[src/rtl/tpd_pkg.sv]
package tpd_pkg;
    localparam int PHASE_BITS = 7;
    localparam int PERIOD_STEPS = 1 << PHASE_BITS;

    typedef struct packed {
        logic [PHASE_BITS-1:0] coarse;
        logic [PHASE_BITS-1:0] fine;
    } tpd_val_t;

    typedef struct packed {
        logic [7:0] low;
        tpd_val_t   stg;
        tpd_val_t   act;
        logic       en;
        logic       pend;
    } tpd_regs_st_t;

    typedef struct packed {
        logic [PHASE_BITS-1:0] pos;
        logic [PHASE_BITS-1:0] frm;
        logic                  pwm;
    } tpd_core_st_t;
endpackage

[src/rtl/tpd_step_gen.sv]
module tpd_step_gen #(
    parameter int STEP_DIV = 4
) (
    input  logic clk,
    input  logic rst_n,
    output logic tick
);
    localparam int CW = (STEP_DIV > 1) ? $clog2(STEP_DIV) : 1;

    generate
        if (STEP_DIV > 1) begin : g_div
            logic [CW-1:0] cnt_d, cnt_q;

            always_comb begin
                if (cnt_q == CW'(STEP_DIV - 1)) cnt_d = '0;
                else                            cnt_d = cnt_q + 1'b1;
            end

            always_ff @(posedge clk or negedge rst_n) begin
                if (!rst_n) cnt_q <= '0;
                else        cnt_q <= cnt_d;
            end

            assign tick = (cnt_q == CW'(STEP_DIV - 1));

            // a step pulse is never followed directly by another
            a_r1_tick_spacing: assert property (@(posedge clk) disable iff (!rst_n)
                tick |=> !tick);
        end else begin : g_full
            assign tick = 1'b1;
        end
    endgenerate
endmodule

[src/rtl/tpd_regs.sv]
module tpd_regs
    import tpd_pkg::*;
(
    input  logic       clk,
    input  logic       rst_n,
    input  logic       wr_en,
    input  logic       wr_hi,
    input  logic [7:0] wr_data,
    input  logic       boundary,
    output tpd_val_t   act,
    output logic       en
);
    tpd_regs_st_t st_d, st_q;

    always_comb begin
        st_d = st_q;
        // commit at the period boundary first
        if (boundary && st_q.pend) begin
            st_d.act  = st_q.stg;
            st_d.pend = 1'b0;
        end
        if (wr_en && !wr_hi) begin
            st_d.low = wr_data;
        end
        // a high write snapshots both bytes; it wins over a same-cycle commit
        if (wr_en && wr_hi) begin
            st_d.stg.coarse = {wr_data[5:0], st_q.low[7]};
            st_d.stg.fine   = st_q.low[6:0];
            st_d.en         = wr_data[7];
            st_d.pend       = 1'b1;
        end
    end

    always_ff @(posedge clk or negedge rst_n) begin
        if (!rst_n) st_q <= '0;
        else        st_q <= st_d;
    end

    assign act = st_q.act;
    assign en  = st_q.en;

    // the active value only changes right after a period boundary
    a_r6_commit_on_boundary: assert property (@(posedge clk) disable iff (!rst_n)
        !$stable(st_q.act) |-> $past(boundary));

    // a high write always leaves a commit pending
    a_r5_high_write_pends: assert property (@(posedge clk) disable iff (!rst_n)
        (wr_en && wr_hi) |=> st_q.pend);
endmodule

[src/rtl/tpd_core.sv]
module tpd_core
    import tpd_pkg::*;
(
    input  logic     clk,
    input  logic     rst_n,
    input  logic     tick,
    input  tpd_val_t act,
    output logic     boundary,
    output logic     pwm
);
    tpd_core_st_t st_d, st_q;
    logic [PHASE_BITS-1:0] frm_rev;
    logic                  extend;
    logic [PHASE_BITS:0]   width;

    always_comb begin
        for (int i = 0; i < PHASE_BITS; i++) begin
            frm_rev[i] = st_q.frm[PHASE_BITS-1-i];
        end
    end

    assign boundary = tick && (st_q.pos == '1);

    always_comb begin
        extend = (frm_rev < act.fine);
        width  = {1'b0, act.coarse} + {{PHASE_BITS{1'b0}}, extend};
        st_d   = st_q;
        st_d.pwm = ({1'b0, st_q.pos} < width);
        if (tick) begin
            st_d.pos = st_q.pos + 1'b1;
            if (st_q.pos == '1) st_d.frm = st_q.frm + 1'b1;
        end
    end

    always_ff @(posedge clk or negedge rst_n) begin
        if (!rst_n) st_q <= '0;
        else        st_q <= st_d;
    end

    assign pwm = st_q.pwm;

    // the phase wraps to zero after 128 steps
    a_r1_period_wrap: assert property (@(posedge clk) disable iff (!rst_n)
        boundary |=> (st_q.pos == '0));

    // a settled zero value gives a low output
    a_r8_zero_low: assert property (@(posedge clk) disable iff (!rst_n)
        ((act == '0) && $stable(act)) |-> !st_q.pwm);
endmodule

[src/rtl/tune_pwm_dac.sv]
module tune_pwm_dac #(
    parameter int STEP_DIV = 4
) (
    input  logic       clk,
    input  logic       rst_n,
    input  logic       wr_en,
    input  logic       wr_hi,
    input  logic [7:0] wr_data,
    input  logic       port_bit,
    output logic       pwm_pin
);
    import tpd_pkg::*;

    logic     tick;
    logic     boundary;
    logic     pwm;
    logic     en;
    tpd_val_t act;

    tpd_step_gen #(.STEP_DIV(STEP_DIV)) u_step (
        .clk  (clk),
        .rst_n(rst_n),
        .tick (tick)
    );

    tpd_regs u_regs (
        .clk     (clk),
        .rst_n   (rst_n),
        .wr_en   (wr_en),
        .wr_hi   (wr_hi),
        .wr_data (wr_data),
        .boundary(boundary),
        .act     (act),
        .en      (en)
    );

    tpd_core u_core (
        .clk     (clk),
        .rst_n   (rst_n),
        .tick    (tick),
        .act     (act),
        .boundary(boundary),
        .pwm     (pwm)
    );

    assign pwm_pin = en ? pwm : port_bit;

    // pin ownership only changes after a high-register write
    a_r7_enable_on_write: assert property (@(posedge clk) disable iff (!rst_n)
        !$stable(en) |-> $past(wr_en && wr_hi));
endmodule

[config.mk]
export PLATFORM = sky130hd
export DESIGN_NAME = tune_pwm_dac
export DESIGN_NICKNAME = d
export VERILOG_FILES = /design/src/rtl/tpd_pkg.sv /design/src/rtl/tpd_step_gen.sv /design/src/rtl/tpd_regs.sv /design/src/rtl/tpd_core.sv /design/src/rtl/tune_pwm_dac.sv
export SDC_FILE = /design/constraint.sdc
export NUM_CORES = 1
export LEC_CHECK = 0
export BUFFER_PORTS_ARGS = -buffer_cell sky130_fd_sc_hd__buf_2
export CAP_MARGIN = 20
export CORE_MARGIN = 1.5
export CORE_UTILIZATION = 60
export CTS_CLUSTER_SIZE = 24
export DETAILED_ROUTE_END_ITERATION = 8
export GPL_TIMING_DRIVEN = 0
export HOLD_SLACK_MARGIN = 0.02
export PLACE_DENSITY = 0.85
export SYNTH_ARGS = -nofsm -noshare
export SYNTH_HDL_FRONTEND = slang
export SYNTH_SLANG_ARGS = --single-unit
[constraint.sdc]
create_clock -name clk -period 3 [get_ports clk]
set_input_delay 0.6 -clock clk [delete_from_list [all_inputs] [get_ports clk]]
set_output_delay 0.6 -clock clk [all_outputs]
set_load 0.01 [all_outputs]
==> impl_metrics.py <==
metrics = {
    "clock_network": {
        "cts.htree.levels": 2,
        "cts_made_buffers": 5,
        "cts.clk_slew.worst_paths_ns": 0.10,
        "clockRootBuffer": "sky130_fd_sc_hd__clkbuf_8",
        "cts_tree": "done",
        "clock_path_buffers": 2,
        "postCtsHoldBufs": 0,
        "insertion_delay_ns": 0.31,
        "cts.sinks": 55,
    },
    "synth": {
        "synth.top_cell.area_share": 0.536,
        "synth_fa_ha_area_frac": 0.0828,
        "post_synth_instance_area_um2": 2570,
        "synth_commonest_cells": "sky130_fd_sc_hd__dfrtp_1, sky130_fd_sc_hd__mux2_2, sky130_fd_sc_hd__ha_1",
        "synthDistinctLibCells": 27,
        "netlist_instances": 189,
        "synth_top_family_by_area": "multiplexers",
        "synth_xor_area_frac": 0.0580,
        "synth_compound_area_frac": 0.0234,
        "synth.largest_area_cell": "sky130_fd_sc_hd__dfrtp_1",
        "async_reset_ff_frac": 1.00,
        "ys_warn_count": 0,
        "count_of_flip_flops_with_a_built_in_enable_after_synthesis": 0,
        "most_used_standard_cell_by_instance_count_after_synthesis": "sky130_fd_sc_hd__dfrtp_1",
        "fraction_of_the_mapped_netlist_area_in_simple_logic_gates": 0.0857,
        "post_synth_main_area_contributors": "sky130_fd_sc_hd__dfrtp_1, sky130_fd_sc_hd__mux2_2, sky130_fd_sc_hd__ha_1",
        "synth-seq-cells": 55,
        "postSynthNetCount": 219,
        "ys_dominant_reg_cell": "sky130_fd_sc_hd__dfrtp_1",
        "post_synth.cell_area_avg_um2": 13.6,
        "ys_seq_area_frac": 0.536,
        "yosys-mux-area-fraction": 0.190,
    },
    "worst_hold_path": {
        "holdCritPathClass": "in -> async",
    },
    "drt": {
        "wl_um": 4280,
        "route.antenna.remaining_nets": 0,
        "routed_via_density": 5.64,
        "first_iter_violations": 31,
        "vias_after_detailed_routing": 1488,
        "post-route-drc-count": 0,
        "detail_route.wl_per_cell_um": 16.2,
        "drtPass1Iterations": 4,
    },
    "sta": {
        "setup_tns_ns": 0,
        "fmax_mhz": 351,
        "timing.final.hold_violations": 0,
        "skew_ns": 0.0125,
        "setup_viol_count_final": 0,
        "timing.max_slew.rel_slack": 0.584,
        "final_max_slew_viol_count": 0,
        "rsz0062_at_grt": "no",
        "finalCritPeriodShare": 0.950,
        "final.setup.worst_slack_ns": 0.149,
        "min_period_ns": 2.85,
        "max_slew.worst_pin.slew_ns": 0.624,
    },
    "global_route": {
        "maximum_number_of_pins_on_one_net_before_global_route_repair": 29,
        "first_global_vias": 1533,
        "grtUsageTotal": 0.211,
        "wire_length_of_the_first_global_routing_pass_um": 7090,
        "antenna_found_initial": 0,
        "grt_remaining_overflow": 0,
    },
    "power_and_ir_drop": {
        "power.density_nw_per_um2": 468,
        "leakage_nw": 1.37,
        "maximum_ir_drop_on_the_vdd_rail_v": 0.000402,
    },
    "floorplan": {
        "initial_core_util": 0.633,
        "ioPinCount": 14,
        "floorplan.core_area_um2": 4060,
        "die-width_um": 68.4,
        "design.die.area_um2": 4680,
        "die_y_extent_um": 68.4,
        "fp_rows": 23,
    },
    "setup_path": {
        "rrSetupSlack_ns": 0.15,
        "critical_path_class": "reg -> reg",
        "timing.critical_path.fanout_max": 5,
        "critical_path_required_ns": 3.23,
        "setup.worst_path.start_class": "flip-flop",
        "crit_path_end_kind": "flip-flop",
        "worst-endpoint-arrival_ns": 3.08,
    },
    "placed_design": {
        "place_hpwl_um": 3200,
        "place.gp.congestion": 0.774,
        "post-place-ws_ns": -0.0589,
        "portBuffers": 13,
    },
    "job": {
        "max-cap-violations": 0,
    },
    "cells_and_area": {
        "nNetsFinal": 243,
        "final_core_utilization": 0.710,
        "layout-drive-gt1-share": 0.369,
        "filler_cell_count": 263,
        "area_growth_syn_to_layout_pct": 12.1,
        "antenna_cells_inserted": 0,
    },
    "outcome": {
        "status": "finished, final reports clean",
    },
}
==> sequential cells by signal, indices dropped and copies added, names as in the netlist <==
register / flops
u_core.frm_rev: 7
u_core.pwm: 1
u_core.st_q: 7
u_regs.act: 14
u_regs.en: 1
u_regs.st_q: 23
u_step.g_div.cnt_q: 2
==> cells in the final DEF (no fill, tap or decap), drive strengths merged <==
cell and instances:
clkbuf 6, clkinvlp 1, nand2b 1, xnor2 11, nand3 11, mux2 40, and4 1, nand4 8
nor2 5, xor2 6, a21oi 6, dfrtp 55, buf 20, inv 8, clkinv 1, ha 17
a21o 1, nor2b 2, and3 2, o21ai 3, o21a 1, nand2 8
==> report_power, final <==
part | switching, mW | leakage, nW | internal (mW)
clock | 0.250 | 0.0463 | 0.172
combinational | 0.0394 | 0.621 | 0.0579
sequential | 0.0314 | 0.698 | 0.797
total | 0.321 | 1.37 | 1.03
==> metrics by stage <==
step / cells / hold slack, ns / area [um^2] / total power, mW
final: 264 / 0.295 / 2880 / 1.35
after CTS: 261 / 0.310 / 2820 / 1.36
after detailed placement: 253 / 0.443 / 2720 / 0.943
after floorplan: 189 / 0.304 / 2570 / 0.893
after global placement: 252 / 0.413 / 2700 / 0.929
after global routing: 264 / 0.340 / 2880 / 1.40
==> worst paths after layout <==
kind                                                 start                               to  cells after the start
max reg2reg                  u_core.frm_rev[5]$_DFFE_PN0P_             u_core.pwm$_DFF_PN0_                     13
min in group clk           u_step.g_div.cnt_q[0]$_DFF_PN0_  u_step.g_div.cnt_q[0]$_DFF_PN0_                      1
min                                                  rst_n    u_core.frm_rev[2]$_DFFE_PN0P_                      1
max in group asynchronous                            rst_n      u_core.st_q[12]$_DFFE_PN0P_                      2
max                          u_core.frm_rev[5]$_DFFE_PN0P_             u_core.pwm$_DFF_PN0_                     13
min reg2reg                u_step.g_div.cnt_q[0]$_DFF_PN0_  u_step.g_div.cnt_q[0]$_DFF_PN0_                      1
==> per-layer routing <==
metal / global-route usage / wire [um]
met5: 0 / 0
met4: 0.0925 / 58
met3: 0.0362 / 91
met2: 0.345 / 2280
met1: 0.276 / 1860
==> critical path, cell delays in order (launching register included) <==
cell,delay (ns)
sky130_fd_sc_hd__dfrtp_1,0.43
sky130_fd_sc_hd__ha_1,0.31
sky130_fd_sc_hd__a21o_1,0.16
sky130_fd_sc_hd__a21oi_1,0.14
sky130_fd_sc_hd__o21a_1,0.20
sky130_fd_sc_hd__ha_4,0.16
sky130_fd_sc_hd__ha_1,0.18
sky130_fd_sc_hd__and3_4,0.19
sky130_fd_sc_hd__nand3_1,0.09
sky130_fd_sc_hd__xor2_1,0.15
sky130_fd_sc_hd__ha_1,0.35
sky130_fd_sc_hd__a21oi_2,0.14
sky130_fd_sc_hd__nand3_1,0.11
sky130_fd_sc_hd__o21ai_2,0.16
==> cells by family after synthesis <==
logic type,Yosys count
AND/OR/NAND/NOR,38
multiplexers,40
buffers and inverters,11
adder cells (fa/ha/maj),17
AO/OA/AOI/OAI,11
XOR/XNOR,17
flip-flops,55
==> layout make-up <==
class | count | area (um^2) | share of cell area
Tap cell | 50 | 62.6 | 0.0217
Clock buffer | 5 | 68.8 | 0.0239
Inverter | 7 | 26.3 | 0.00912
Multi-Input combinational cell | 123 | 1170 | 0.408
Clock inverter | 3 | 27.5 | 0.00956
Buffer | 4 | 36.3 | 0.0126
Timing Repair Buffer | 17 | 108 | 0.0374
Sequential cell | 55 | 1380 | 0.478
==> repair_timing <==
| item | in CTS | in global routing |
|---|---|---|
| buffers inserted | 0 | 3 |
| pin swaps | 0 | 5 |
| setup endpoints to repair | 1 | 1 |
| resized for setup | 2 | 8 |
Note: power is estimated with default switching activity, not from simulation.
